$ cat src/rtl/smb_pkg.sv
package smb_pkg;
  localparam int NREG    = 7;
  localparam int IDX_RSV = 3;
  localparam int IDX_ID  = 4;
  localparam int IDX_CNT = 6;

  typedef enum logic [2:0] {
    ST_IDLE, ST_RX, ST_RACK, ST_TX, ST_TACK, ST_SKIP
  } smb_state_e;

  typedef enum logic [1:0] {
    K_ADDR, K_IDX, K_CNT, K_DATA
  } rx_kind_e;
endpackage

$ cat src/rtl/smb_line_sync.sv
module smb_line_sync #(
  parameter int STAGES = 2
) (
  input  logic clk,
  input  logic rst_n,
  input  logic scl_i,
  input  logic sda_i,
  output logic scl_s,
  output logic scl_d,
  output logic sda_s,
  output logic start_ev,
  output logic stop_ev,
  output logic scl_rise,
  output logic scl_fall
);
  logic [STAGES-1:0] scl_q, sda_q;
  logic sda_d;

  always_ff @(posedge clk or negedge rst_n) begin
    if (!rst_n) begin
      scl_q <= '1;
      sda_q <= '1;
      scl_d <= 1'b1;
      sda_d <= 1'b1;
    end else begin
      scl_q <= {scl_q[STAGES-2:0], scl_i};
      sda_q <= {sda_q[STAGES-2:0], sda_i};
      scl_d <= scl_q[STAGES-1];
      sda_d <= sda_q[STAGES-1];
    end
  end

  assign scl_s    = scl_q[STAGES-1];
  assign sda_s    = sda_q[STAGES-1];
  assign start_ev = scl_s & scl_d & sda_d & ~sda_s;
  assign stop_ev  = scl_s & scl_d & ~sda_d & sda_s;
  assign scl_rise = scl_s & ~scl_d;
  assign scl_fall = ~scl_s & scl_d;
endmodule

$ cat src/rtl/smb_regbank.sv
module smb_regbank import smb_pkg::*; #(
  parameter int         N_OUT  = 8,
  parameter logic [3:0] REV_ID = 4'h0,
  parameter logic [7:0] DEV_ID = 8'h83
) (
  input  logic             clk,
  input  logic             rst_n,
  input  logic             we,
  input  logic [7:0]       widx,
  input  logic [7:0]       wdata,
  input  logic [7:0]       ridx,
  output logic [7:0]       rdata,
  output logic [2:0]       mode_hi,
  output logic [2:0]       mode_lo,
  output logic [N_OUT-1:0] en,
  output logic [N_OUT-1:0] stp
);
  logic [7:0] regs [NREG];

  function automatic logic [7:0] rst_val(input int i);
    case (i)
      0:       rst_val = 8'h07;
      1:       rst_val = 8'hFF;
      5:       rst_val = DEV_ID;
      IDX_CNT: rst_val = 8'h07;
      default: rst_val = 8'h00;
    endcase
  endfunction

  for (genvar i = 0; i < NREG; i++) begin : g_reg
    if (i == IDX_RSV) begin : g_rsv
      assign regs[i] = 8'h00;
    end else if (i == IDX_ID) begin : g_id
      assign regs[i] = {REV_ID, 4'b0001};
    end else begin : g_rw
      always_ff @(posedge clk or negedge rst_n) begin
        if (!rst_n)                       regs[i] <= rst_val(i);
        else if (we && widx == 8'(i))     regs[i] <= wdata;
      end
    end
  end

  always_comb begin
    rdata = 8'h00;
    for (int i = 0; i < NREG; i++)
      if (ridx == 8'(i)) rdata = regs[i];
  end

  assign mode_hi = regs[0][7:5];
  assign mode_lo = regs[0][2:0];
  assign en      = regs[1][N_OUT-1:0];
  assign stp     = regs[2][N_OUT-1:0];


  ro_discard_chk: assert property (@(posedge clk) disable iff (!rst_n)
    (we && widx >= 8'(NREG)) |=> (rdata == $past(rdata) || ridx != $past(ridx)));
endmodule

$ cat src/rtl/smb_engine.sv
module smb_engine import smb_pkg::*; #(
  parameter logic [6:0] ADDR7 = 7'h6E
) (
  input  logic       clk,
  input  logic       rst_n,
  input  logic       scl_d,
  input  logic       sda_s,
  input  logic       start_ev,
  input  logic       stop_ev,
  input  logic       scl_rise,
  input  logic       scl_fall,
  input  logic [7:0] rdata,
  output logic [7:0] rd_idx,
  output logic       we,
  output logic [7:0] widx,
  output logic [7:0] wdata,
  output logic       sda_oe
);
  smb_state_e state;
  rx_kind_e   kind;
  logic [7:0] sh, ptr, wleft;
  logic [3:0] bitc;
  logic       rd_mode, host_nak;
  logic       byte_done;

  assign byte_done = (state == ST_RX) && scl_fall && (bitc == 4'd8);

  always_ff @(posedge clk or negedge rst_n) begin
    if (!rst_n) begin
      state    <= ST_IDLE;
      kind     <= K_ADDR;
      sh       <= 8'h00;
      ptr      <= 8'h00;
      wleft    <= 8'h00;
      bitc     <= 4'd0;
      rd_mode  <= 1'b0;
      host_nak <= 1'b0;
    end else if (start_ev) begin
      state <= ST_RX;
      kind  <= K_ADDR;
      bitc  <= 4'd0;
    end else if (stop_ev) begin
      state <= ST_IDLE;
    end else begin
      case (state)
        ST_RX: begin
          if (scl_rise && bitc != 4'd8) begin
            sh   <= {sh[6:0], sda_s};
            bitc <= bitc + 4'd1;
          end else if (byte_done) begin
            bitc <= 4'd0;
            case (kind)
              K_ADDR: begin
                if (sh[7:1] == ADDR7) begin
                  state   <= ST_RACK;
                  rd_mode <= sh[0];
                  kind    <= K_IDX;
                end else begin
                  state <= ST_SKIP;
                end
              end
              K_IDX: begin
                ptr   <= sh;
                kind  <= K_CNT;
                state <= ST_RACK;
              end
              K_CNT: begin
                wleft <= sh;
                kind  <= K_DATA;
                state <= ST_RACK;
              end
              default: begin
                if (wleft != 8'd0) begin
                  ptr   <= ptr + 8'd1;
                  wleft <= wleft - 8'd1;
                end
                state <= ST_RACK;
              end
            endcase
          end
        end
        ST_RACK: begin
          if (scl_fall) begin
            if (rd_mode) begin
              state <= ST_TX;
              sh    <= rdata;
              bitc  <= 4'd0;
            end else begin
              state <= ST_RX;
            end
          end
        end
        ST_TX: begin
          if (scl_fall) begin
            if (bitc == 4'd7) begin
              state <= ST_TACK;
              bitc  <= 4'd0;
            end else begin
              sh   <= {sh[6:0], 1'b0};
              bitc <= bitc + 4'd1;
            end
          end
        end
        ST_TACK: begin
          if (scl_rise) host_nak <= sda_s;
          if (scl_fall) begin
            if (host_nak) begin
              state <= ST_SKIP;
            end else begin
              state <= ST_TX;
              sh    <= rdata;
              ptr   <= ptr + 8'd1;
            end
          end
        end
        default: ;
      endcase
    end
  end

  assign rd_idx = (state == ST_RACK) ? 8'(IDX_CNT) : ptr;
  assign we     = byte_done && (kind == K_DATA) && (wleft != 8'd0);
  assign widx   = ptr;
  assign wdata  = sh;
  assign sda_oe = (state == ST_RACK) || (state == ST_TX && !sh[7]);


  sda_change_chk: assert property (@(posedge clk) disable iff (!rst_n)
    !$stable(sda_oe) |-> !scl_d);

  addr_match_chk: assert property (@(posedge clk) disable iff (!rst_n)
    (state == ST_RACK && $past(state) == ST_RX && $past(kind) == K_ADDR)
      |-> ($past(sh[7:1]) == ADDR7));

  wr_budget_chk: assert property (@(posedge clk) disable iff (!rst_n)
    we |=> (wleft == $past(wleft) - 8'd1));

  stop_abort_chk: assert property (@(posedge clk) disable iff (!rst_n)
    stop_ev |=> (state == ST_IDLE));

  start_restart_chk: assert property (@(posedge clk) disable iff (!rst_n)
    start_ev |=> (state == ST_RX && kind == K_ADDR && bitc == 4'd0));

  nak_release_chk: assert property (@(posedge clk) disable iff (!rst_n)
    (state == ST_TACK && scl_fall && host_nak) |=> (state == ST_SKIP && !sda_oe));
endmodule

$ cat src/rtl/smb_idx_regs.sv
module smb_idx_regs import smb_pkg::*; #(
  parameter int         N_OUT  = 8,
  parameter int         SYNC   = 2,
  parameter logic [6:0] ADDR7  = 7'h6E,
  parameter logic [3:0] REV_ID = 4'h0,
  parameter logic [7:0] DEV_ID = 8'h83
) (
  input  logic             clk,
  input  logic             rst_n,
  input  logic             scl_i,
  input  logic             sda_i,
  output logic             sda_oe,
  output logic             pd_tristate,
  output logic             stop_tristate,
  output logic             pd_active_high,
  output logic             bw_low,
  output logic             pll_mode,
  output logic             div_full,
  output logic [N_OUT-1:0] out_enable,
  output logic [N_OUT-1:0] stop_allow
);
  logic scl_s, scl_d, sda_s, start_ev, stop_ev, scl_rise, scl_fall;
  logic we;
  logic [7:0] widx, wdata, rd_idx, rdata;
  logic [2:0] mode_hi, mode_lo;

  smb_line_sync #(.STAGES(SYNC)) u_sync (
    .clk(clk), .rst_n(rst_n), .scl_i(scl_i), .sda_i(sda_i),
    .scl_s(scl_s), .scl_d(scl_d), .sda_s(sda_s),
    .start_ev(start_ev), .stop_ev(stop_ev),
    .scl_rise(scl_rise), .scl_fall(scl_fall)
  );

  smb_engine #(.ADDR7(ADDR7)) u_eng (
    .clk(clk), .rst_n(rst_n), .scl_d(scl_d), .sda_s(sda_s),
    .start_ev(start_ev), .stop_ev(stop_ev),
    .scl_rise(scl_rise), .scl_fall(scl_fall),
    .rdata(rdata), .rd_idx(rd_idx), .we(we), .widx(widx),
    .wdata(wdata), .sda_oe(sda_oe)
  );

  smb_regbank #(.N_OUT(N_OUT), .REV_ID(REV_ID), .DEV_ID(DEV_ID)) u_bank (
    .clk(clk), .rst_n(rst_n), .we(we), .widx(widx), .wdata(wdata),
    .ridx(rd_idx), .rdata(rdata), .mode_hi(mode_hi), .mode_lo(mode_lo),
    .en(out_enable), .stp(stop_allow)
  );

  assign {pd_tristate, stop_tristate, pd_active_high} = mode_hi;
  assign {bw_low, pll_mode, div_full}                 = mode_lo;


  idle_release_chk: assert property (@(posedge clk) disable iff (!rst_n)
    (scl_s && $past(stop_ev)) |-> !sda_oe);
endmodule

$ cat config.mk
export PLATFORM = sky130hd
export DESIGN_NAME = smb_idx_regs
export DESIGN_NICKNAME = d
export VERILOG_FILES = /design/src/rtl/smb_pkg.sv /design/src/rtl/smb_line_sync.sv /design/src/rtl/smb_regbank.sv /design/src/rtl/smb_engine.sv /design/src/rtl/smb_idx_regs.sv
export SDC_FILE = /design/constraint.sdc
export NUM_CORES = 1
export LEC_CHECK = 0
export BUFFER_PORTS_ARGS = -buffer_cell sky130_fd_sc_hd__buf_2
export CAP_MARGIN = 20
export CORE_MARGIN = 4
export CORE_UTILIZATION = 37
export CTS_CLUSTER_SIZE = 8
export DETAILED_ROUTE_END_ITERATION = 8
export PLACE_DENSITY = 0.56
export SLEW_MARGIN = 5
export SYNTH_ARGS = -nofsm -noshare
export SYNTH_HDL_FRONTEND = slang
export SYNTH_HIERARCHICAL = 1
export SYNTH_SLANG_ARGS = --single-unit
$ cat constraint.sdc
create_clock -name clk -period 3.5 [get_ports clk]
set_input_delay 0.525 -clock clk [delete_from_list [all_inputs] [get_ports clk]]
set_output_delay 0.525 -clock clk [all_outputs]
set_load 0.005 [all_outputs]
==> metrics.txt, run 1 <==
final hold vios=0; DP Wirelength=8020 microns; max-slew violations=0; CTS tree=done; most used cell, CP=mux2_2; PD cells=445 nW/um^2; post-cts sizing count=0; Cell Chain, Critical Path=nor3b_1 > buf_4 > nor2b_1 > or4_4 > nor2_1 > nand4b_1 > a2bb2oi_1 > mux2_2 > mux2_2; Worst Path Arrival=3.29 ns; Clock Tree Buf Depth=2; Synth Cell Area=~4900 sq um; Critical Path Sink Type=flop; die width=about 120 microns; Skew-Pair Late Insertion Delay=0.35 ns; final wirelength=11500 microns; Net Switching=714 uW; Port-buffer cells=26; H-tree level count=3; initial DRC count=167; reg2reg start=u_eng/state[2]$_DFFE_PN0P_; mean routed wirelength per cell=18.3 microns; Std-Cell Rows=41; CTS sink cnt=81; synth unique cells=72; gr ovfl total=0; initial antenna violation count=0; n_diodes=0; worst slew pin tran=0.781 ns; routability cong.=0.850; Clock Skew=0.00919 ns; CTS Hold Bufs=0; Min Hold Slack=0.0855 ns; clk slew on worst S/H paths=0.07 ns; fin nets=roughly 470; combinational power share=9.8%; CP startpoint=u_eng/state[2]$_DFFE_PN0P_; slowest CP cell=or4_4; Area Overhead vs Synth=9.01%; Core Area=12900 sq um; Total GRT Usage=16.2%; Initial Utilization=38.4%; Layout Cells excl Fill=632; RSZ-0062 raised after global routing=no; setup repair bufs after CTS=0; Top FF cell, synth=dfrtp_1; CP Launch Type=flop; register share of total power=49.4%; part of the cycle the worst path needs=a little under 90%; Worst Path Required=3.74 ns; FFs w/ async S/R, synth=100%; max_cap viols=0; Seq cells post-synth=81; vias in the first global route=~3600; slowest stage delay, CP=0.57 ns; Ys Warns=6; Die ar.=15300 sq um; first-pass GRT wire length=approximately 19000 microns; Avg Synthesized Cell Area=10.9 sq um; Max Fanout on Critical Path=18; internal power=1680 uW; Pre-Repair DR Iteration Count=4; drt via density=5.84; worst-case vdd ir drop=0.348 mV; Root Buffer=clkbuf_16; post-route cell area=5390 sq um; Relative slew margins=47.8%; layout cells sized above 1=between 30% and 40%; Sw Ratio=29.8%; EDFF count, synth=0; Peak Freq=328 MHz; fin crit period=3.05 ns; P_leak=0.00241 uW; Final ANT Viol Nets=0; cell count after placement=around 600; crit path kind=reg2reg; outcome=completed; largest net degree at the start of global routing=82; setup violators final=0; Clk pwr share=40.8%; hold crit path type=in2async; IO Pins=27; Mapped Cells=between 400 and 500; Area after DPL=5060 sq um; syn_nets=between 400 and 500; # DRC=0; number of buffers created by CTS=9; Die Y-Extent=124 microns; Vias=3688; TNS Setup=0 ns; register area share after synthesis=between 40% and 50%
==> cell type report <==
type | count | area, sq um
Sequential cell | 81 | 2060
Clock inverter | 6 | 72.6
Fill cell | 1197 | 7480
Tap cell | 172 | 215
Inverter | 15 | 56.3
Clock buffer | 10 | 229
Multi-Input combinational cell | 316 | 2560
Timing Repair Buffer | 32 | 198
==> state kept, by name, summed over array words and instances (netlist names), 2 cells and up <==
| register | count |
|---|---|
| u_eng/state | 3 |
| u_eng/bitc | 4 |
| u_bank/mode_hi | 3 |
| u_bank/en | 8 |
| u_bank/stp | 8 |
| u_bank/regs | 18 |
| u_sync/scl_q | 2 |
| u_bank/mode_lo | 3 |
| u_eng/widx | 8 |
| u_eng/wleft | 8 |
| u_eng/wdata | 8 |
| u_eng/kind | 2 |
| u_sync/sda_q | 2 |
==> path summary, 6_finish.rpt <==
check / endpoint / slack, ns / cells after the start
min in group clk: u_sync/scl_q[0]$_DFF_PN1_ / 0.27 / 1
max in group asynchronous: u_sync/sda_q[1]$_DFF_PN1_ / 2.77 / 2
worst max-delay path: u_eng/wdata[4]$_DFFE_PN0P_ / 0.45 / 9
worst min register to register: u_sync/sda_q[1]$_DFF_PN1_ / 0.36 / 0
worst max register to register: u_eng/wdata[4]$_DFFE_PN0P_ / 0.45 / 9
worst min-delay path: u_bank/stp[3]$_DFFE_PN0P_ / 0.09 / 1
==> critical path: cells and delay by family, from the launching register on <==
kind | cells | cell delay, ns
muxes | 2 | 0.51
buffers and inverters | 1 | 0.18
and+or+nand+nor | 5 | 1.43
AOI/OAI and AO/OA | 1 | 0.25
DFF | 1 | 0.56
==> synth_stat cells (3+ instances only) <==
master     number  share of area, %
dfrtp_1        58                29
mux2_2         48                11
a21oi_1        26               2.6
buf_4          23               3.5
dfstp_2        23                12
nor2_1         18               1.4
nand2_1        17               1.3
o21ai_0        17               1.7
inv_1          15               1.1
mux2i_1        14               2.8
a2bb2oi_1      12               2.1
clkbuf_1       12              0.91
nor2b_1        11               1.4
ha_1            9               2.3
mux2_4          9               2.7
nand4_1         9               1.1
nand3_1         7              0.71
o2bb2ai_1       7               1.2
o31ai_1         7               1.1
a211oi_1        6              0.91
nor4_1          6              0.76
a221oi_1        5              0.89
buf_2           5              0.51
nand2b_1        5              0.63
a22oi_1         4              0.61
a31oi_1         4              0.51
nand3b_1        4              0.61
nand4b_1        4              0.71
o211ai_1        4              0.61
or2_2           4              0.51
and3b_1         3              0.53
and4b_1         3              0.61
or3b_2          3              0.53
==> metrics by stage <==
| stage | power (uW) | worst slack (ns) | utilization, % |
|---|---|---|---|
| 2_1_floorplan | 1280 | 0.504 | - |
| 3_3_place_gp | 1420 | 0.551 | 39.3 |
| 3_5_place_dp | 1430 | 0.472 | 39.3 |
| 4_1_cts | 2420 | 0.454 | 41.7 |
| 5_1_grt | 2500 | 0.286 | 41.9 |
| 6_report | 2400 | 0.449 | 41.9 |
==> power by group through the flow <==
stage | logic (uW) | clock network [uW] | registers (uW)
floorplan | 187 | 0 | 1090
global placement | 225 | 0 | 1200
detailed placement | 231 | 0 | 1200
CTS | 231 | 1000 | 1180
global route | 257 | 1040 | 1200
finish | 235 | 977 | 1180
==> layout by cell type, fill, tap and decap left out, types with 7 or more instances in the layout <==
cell type	netlist	layout
a21oi_1	26	26
a2bb2oi_1	12	12
buf_2	5	25
clkbuf_16	0	9
dfrtp_1	58	58
dfstp_2	23	23
ha_1	9	9
inv_1	15	15
mux2_2	48	48
mux2_4	9	9
mux2i_1	14	14
nand2_1	17	17
nand3_1	7	7
nand4_1	9	9
nor2_1	18	18
nor2b_1	11	11
o21ai_0	17	17
o2bb2ai_1	7	7
o31ai_1	7	7
==> cell families after synthesis <==
kind of cell	Yosys count	share of synthesized area, %
buffers and inverters	58	6.58
xor gates and xnor gates	1	0.177
muxes	73	16.9
adders and majority gates	9	2.28
and+or+nand+nor	119	15.5
DFF	81	41.6
AOI/OAI and AO/OA	114	17.0
==> per-layer routing <==
metal	global-route usage [%]	vias up	share of wire, %
li1	-	1711	-
met1	22.3	1883	48
met2	24.6	74	47
met3	3.68	20	3.6
met4	6.71	0	2.3
met5	0	-	0
Note: power is estimated with default switching activity, not from simulation.
==> inputs of run 2 (changes only) <==
Settings changed: PLACE_DENSITY 0.56 to 0.58.
Clock period 3.5 ns to 2.6 ns, I/O delays scaled along.
==> run 2 against run 1 <==
  * The flow now finishes with violations (negative hold slack)
  * Sequential power is 25% higher
  * Sequential cell count stayed put
  * Non-clock buffer count is 36 higher
  * Clock skew is 0.0014 ns lower
  * Critical path depth stayed put
  * Total power is 40% higher
  * Clock power is 31% higher
  * Utilization is 2.9 points higher
  * Die area stayed put
  * First-iteration DRC count is 68% higher
  * Combinational power grew to 2.5 times the previous value
==> metrics.txt, run 2 (synthesized netlist as in run 1, its figures left out) <==
Relative slew margins=44.8%; most frequent cells in the layout=56 x dfrtp_1, 42 x mux2_2, 39 x buf_4; most used cell, CP=mux2_2; Clock Tree Buf Depth=2; Core Area=12900 sq um; Area after DPL=5410 sq um; drt via density=5.70; Area Overhead vs Synth=16.5%; clk slew on worst S/H paths=0.06 ns; Skew-Pair Late Insertion Delay=between 0.3 and 0.4 ns; CTS sink cnt=81; Sw Ratio=28.8%; Min Hold Slack=-0.00465 ns; register share of total power=43.9%; Critical Path Sink Type=flop; most flop-heavy register=u_bank/regs; setup violators final=0; P_leak=0.00260 uW; outcome=finished with violations; reg2reg start=u_eng/state[2]$_DFFE_PN0P_; part of the cycle the worst path needs=a little over nine tenths; number of buffers created by CTS=9; initial antenna violation count=0; n_diodes=0; die width=between 100 and 150 microns; CP startpoint=u_eng/state[2]$_DFFE_PN0P_; Layout Cells excl Fill=669; max-slew violations=0; CTS tree=done; largest net degree at the start of global routing=34; internal power=2380 uW; worst-case vdd ir drop=0.368 mV; vias in the first global route=3728; Worst Path Arrival=2.69 ns; crit path kind=reg2reg; CP Launch Type=flop; TNS Setup=0 ns; Net Switching=965 uW; routability cong.=0.849; # DRC=0; H-tree level count=3; PD cells=581 nW/um^2; worst slew pin tran=between 0.8 and 0.9 ns; max_cap viols=0; final hold vios=4; Max Fanout on Critical Path=7; Cell Chain, Critical Path=nor3b_4 > nor2b_1 > or4_4 > nor2_4 > nand4b_1 > buf_4 > a2bb2oi_1 > mux2_2 > mux2_2; Total GRT Usage=17.2%; RSZ-0062 raised after global routing=no; fin crit period=approximately 2.5 ns; Die Y-Extent=between 100 and 150 microns; Peak Freq=406 MHz; Port-buffer cells=26; mean routed wirelength per cell=around 19 microns; Clk pwr share=38.4%; gr ovfl total=0; Root Buffer=clkbuf_16; CTS Hold Bufs=0; first-pass GRT wire length=20200 microns; hold crit path type=in2async; Pre-Repair DR Iteration Count=5; Die ar.=15300 sq um; IO Pins=27; Std-Cell Rows=41; final wirelength=12500 microns; Clock Skew=0.00779 ns; commonest non-fill, non-tap cell in the layout=dfrtp_1; failing checks=negative hold slack; Initial Utilization=about two fifths; DP Wirelength=8750 microns; layout cells sized above 1=38.8%; Final ANT Viol Nets=0; combinational power share=around 18%; max FFs per register=18; Worst Path Required=between 2 and 3 ns; cell count after placement=around 650; fin nets=between 500 and 600; slowest CP cell=or4_4; Vias=3816; slowest stage delay, CP=roughly 0.56 ns; post-route cell area=5760 sq um; initial DRC count=281
[run 2: path summary, 6_finish.rpt]
path	slack, ns	cells past startpoint	end
min in group clk	0.15	1	u_sync/sda_q[0]$_DFF_PN1_
hold reg to reg	0.36	0	u_sync/sda_q[1]$_DFF_PN1_
hold / removal	-0.005	1	u_eng/widx[1]$_DFFE_PN0P_
setup / recovery	0.14	9	u_eng/wdata[1]$_DFFE_PN0P_
setup reg to reg	0.14	9	u_eng/wdata[1]$_DFFE_PN0P_
max in group asynchronous	1.94	2	u_bank/en[7]$_DFFE_PN1P_
[run 2: per-stage QoR]
step / setup WS [ns] / util, % / total power, uW
floorplan: -0.0121 / - / 1770
global route: 0.0165 / 44.8 / 3520
global placement: -0.00240 / 42.0 / 2080
detailed placement: -0.0371 / 42.0 / 2090
finish: 0.139 / 44.8 / 3350
CTS: 0.00672 / 44.3 / 3400
[run 2: critical path: cells and delay by family, from the launching register on]
family          cells  cell delay [ns]
mux                 2             0.52
compound gates      1             0.14
simple gates        5             1.07
buf+inv             1             0.17
flops               1             0.44
[run 2: layout make-up]
class                   count  area, sq um
fillers                  1216         7110
multi-input cells         317         2640
flip-flops and latches     81         2060
repair buffers             68          498
clock buffers              12          246
well taps                 172          215
inverters                  15         56.3
clock inverters             4         52.6
[run 2: power groups by stage]
stage / Clock [uW] / Sequential [uW] / Combinational [uW]
final: 1280 / 1470 / 595
after global routing: 1390 / 1480 / 648
after CTS: 1330 / 1470 / 599
after floorplan: 0 / 1470 / 296
after detailed placement: 0 / 1490 / 598
after global placement: 0 / 1490 / 596
[run 2: repair_timing]
item	in CTS	in global routing
endpoints found under the setup margin	7	8
gates resized for setup	1	6
pin swaps	0	2
hold endpoints to repair	0	0
cloned	0	1
setup buffers	0	3
[run 2: layer usage]
| metal | share of wire (%) | track usage (%) | up-vias |
|---|---|---|---|
| met4 | 0.82 | 4.71 | 0 |
| met3 | 5.6 | 4.36 | 9 |
| met5 | 0 | 0 | - |
| met1 | 45 | 23.0 | 1926 |
| li1 | - | - | 1777 |
| met2 | 49 | 27.9 | 104 |
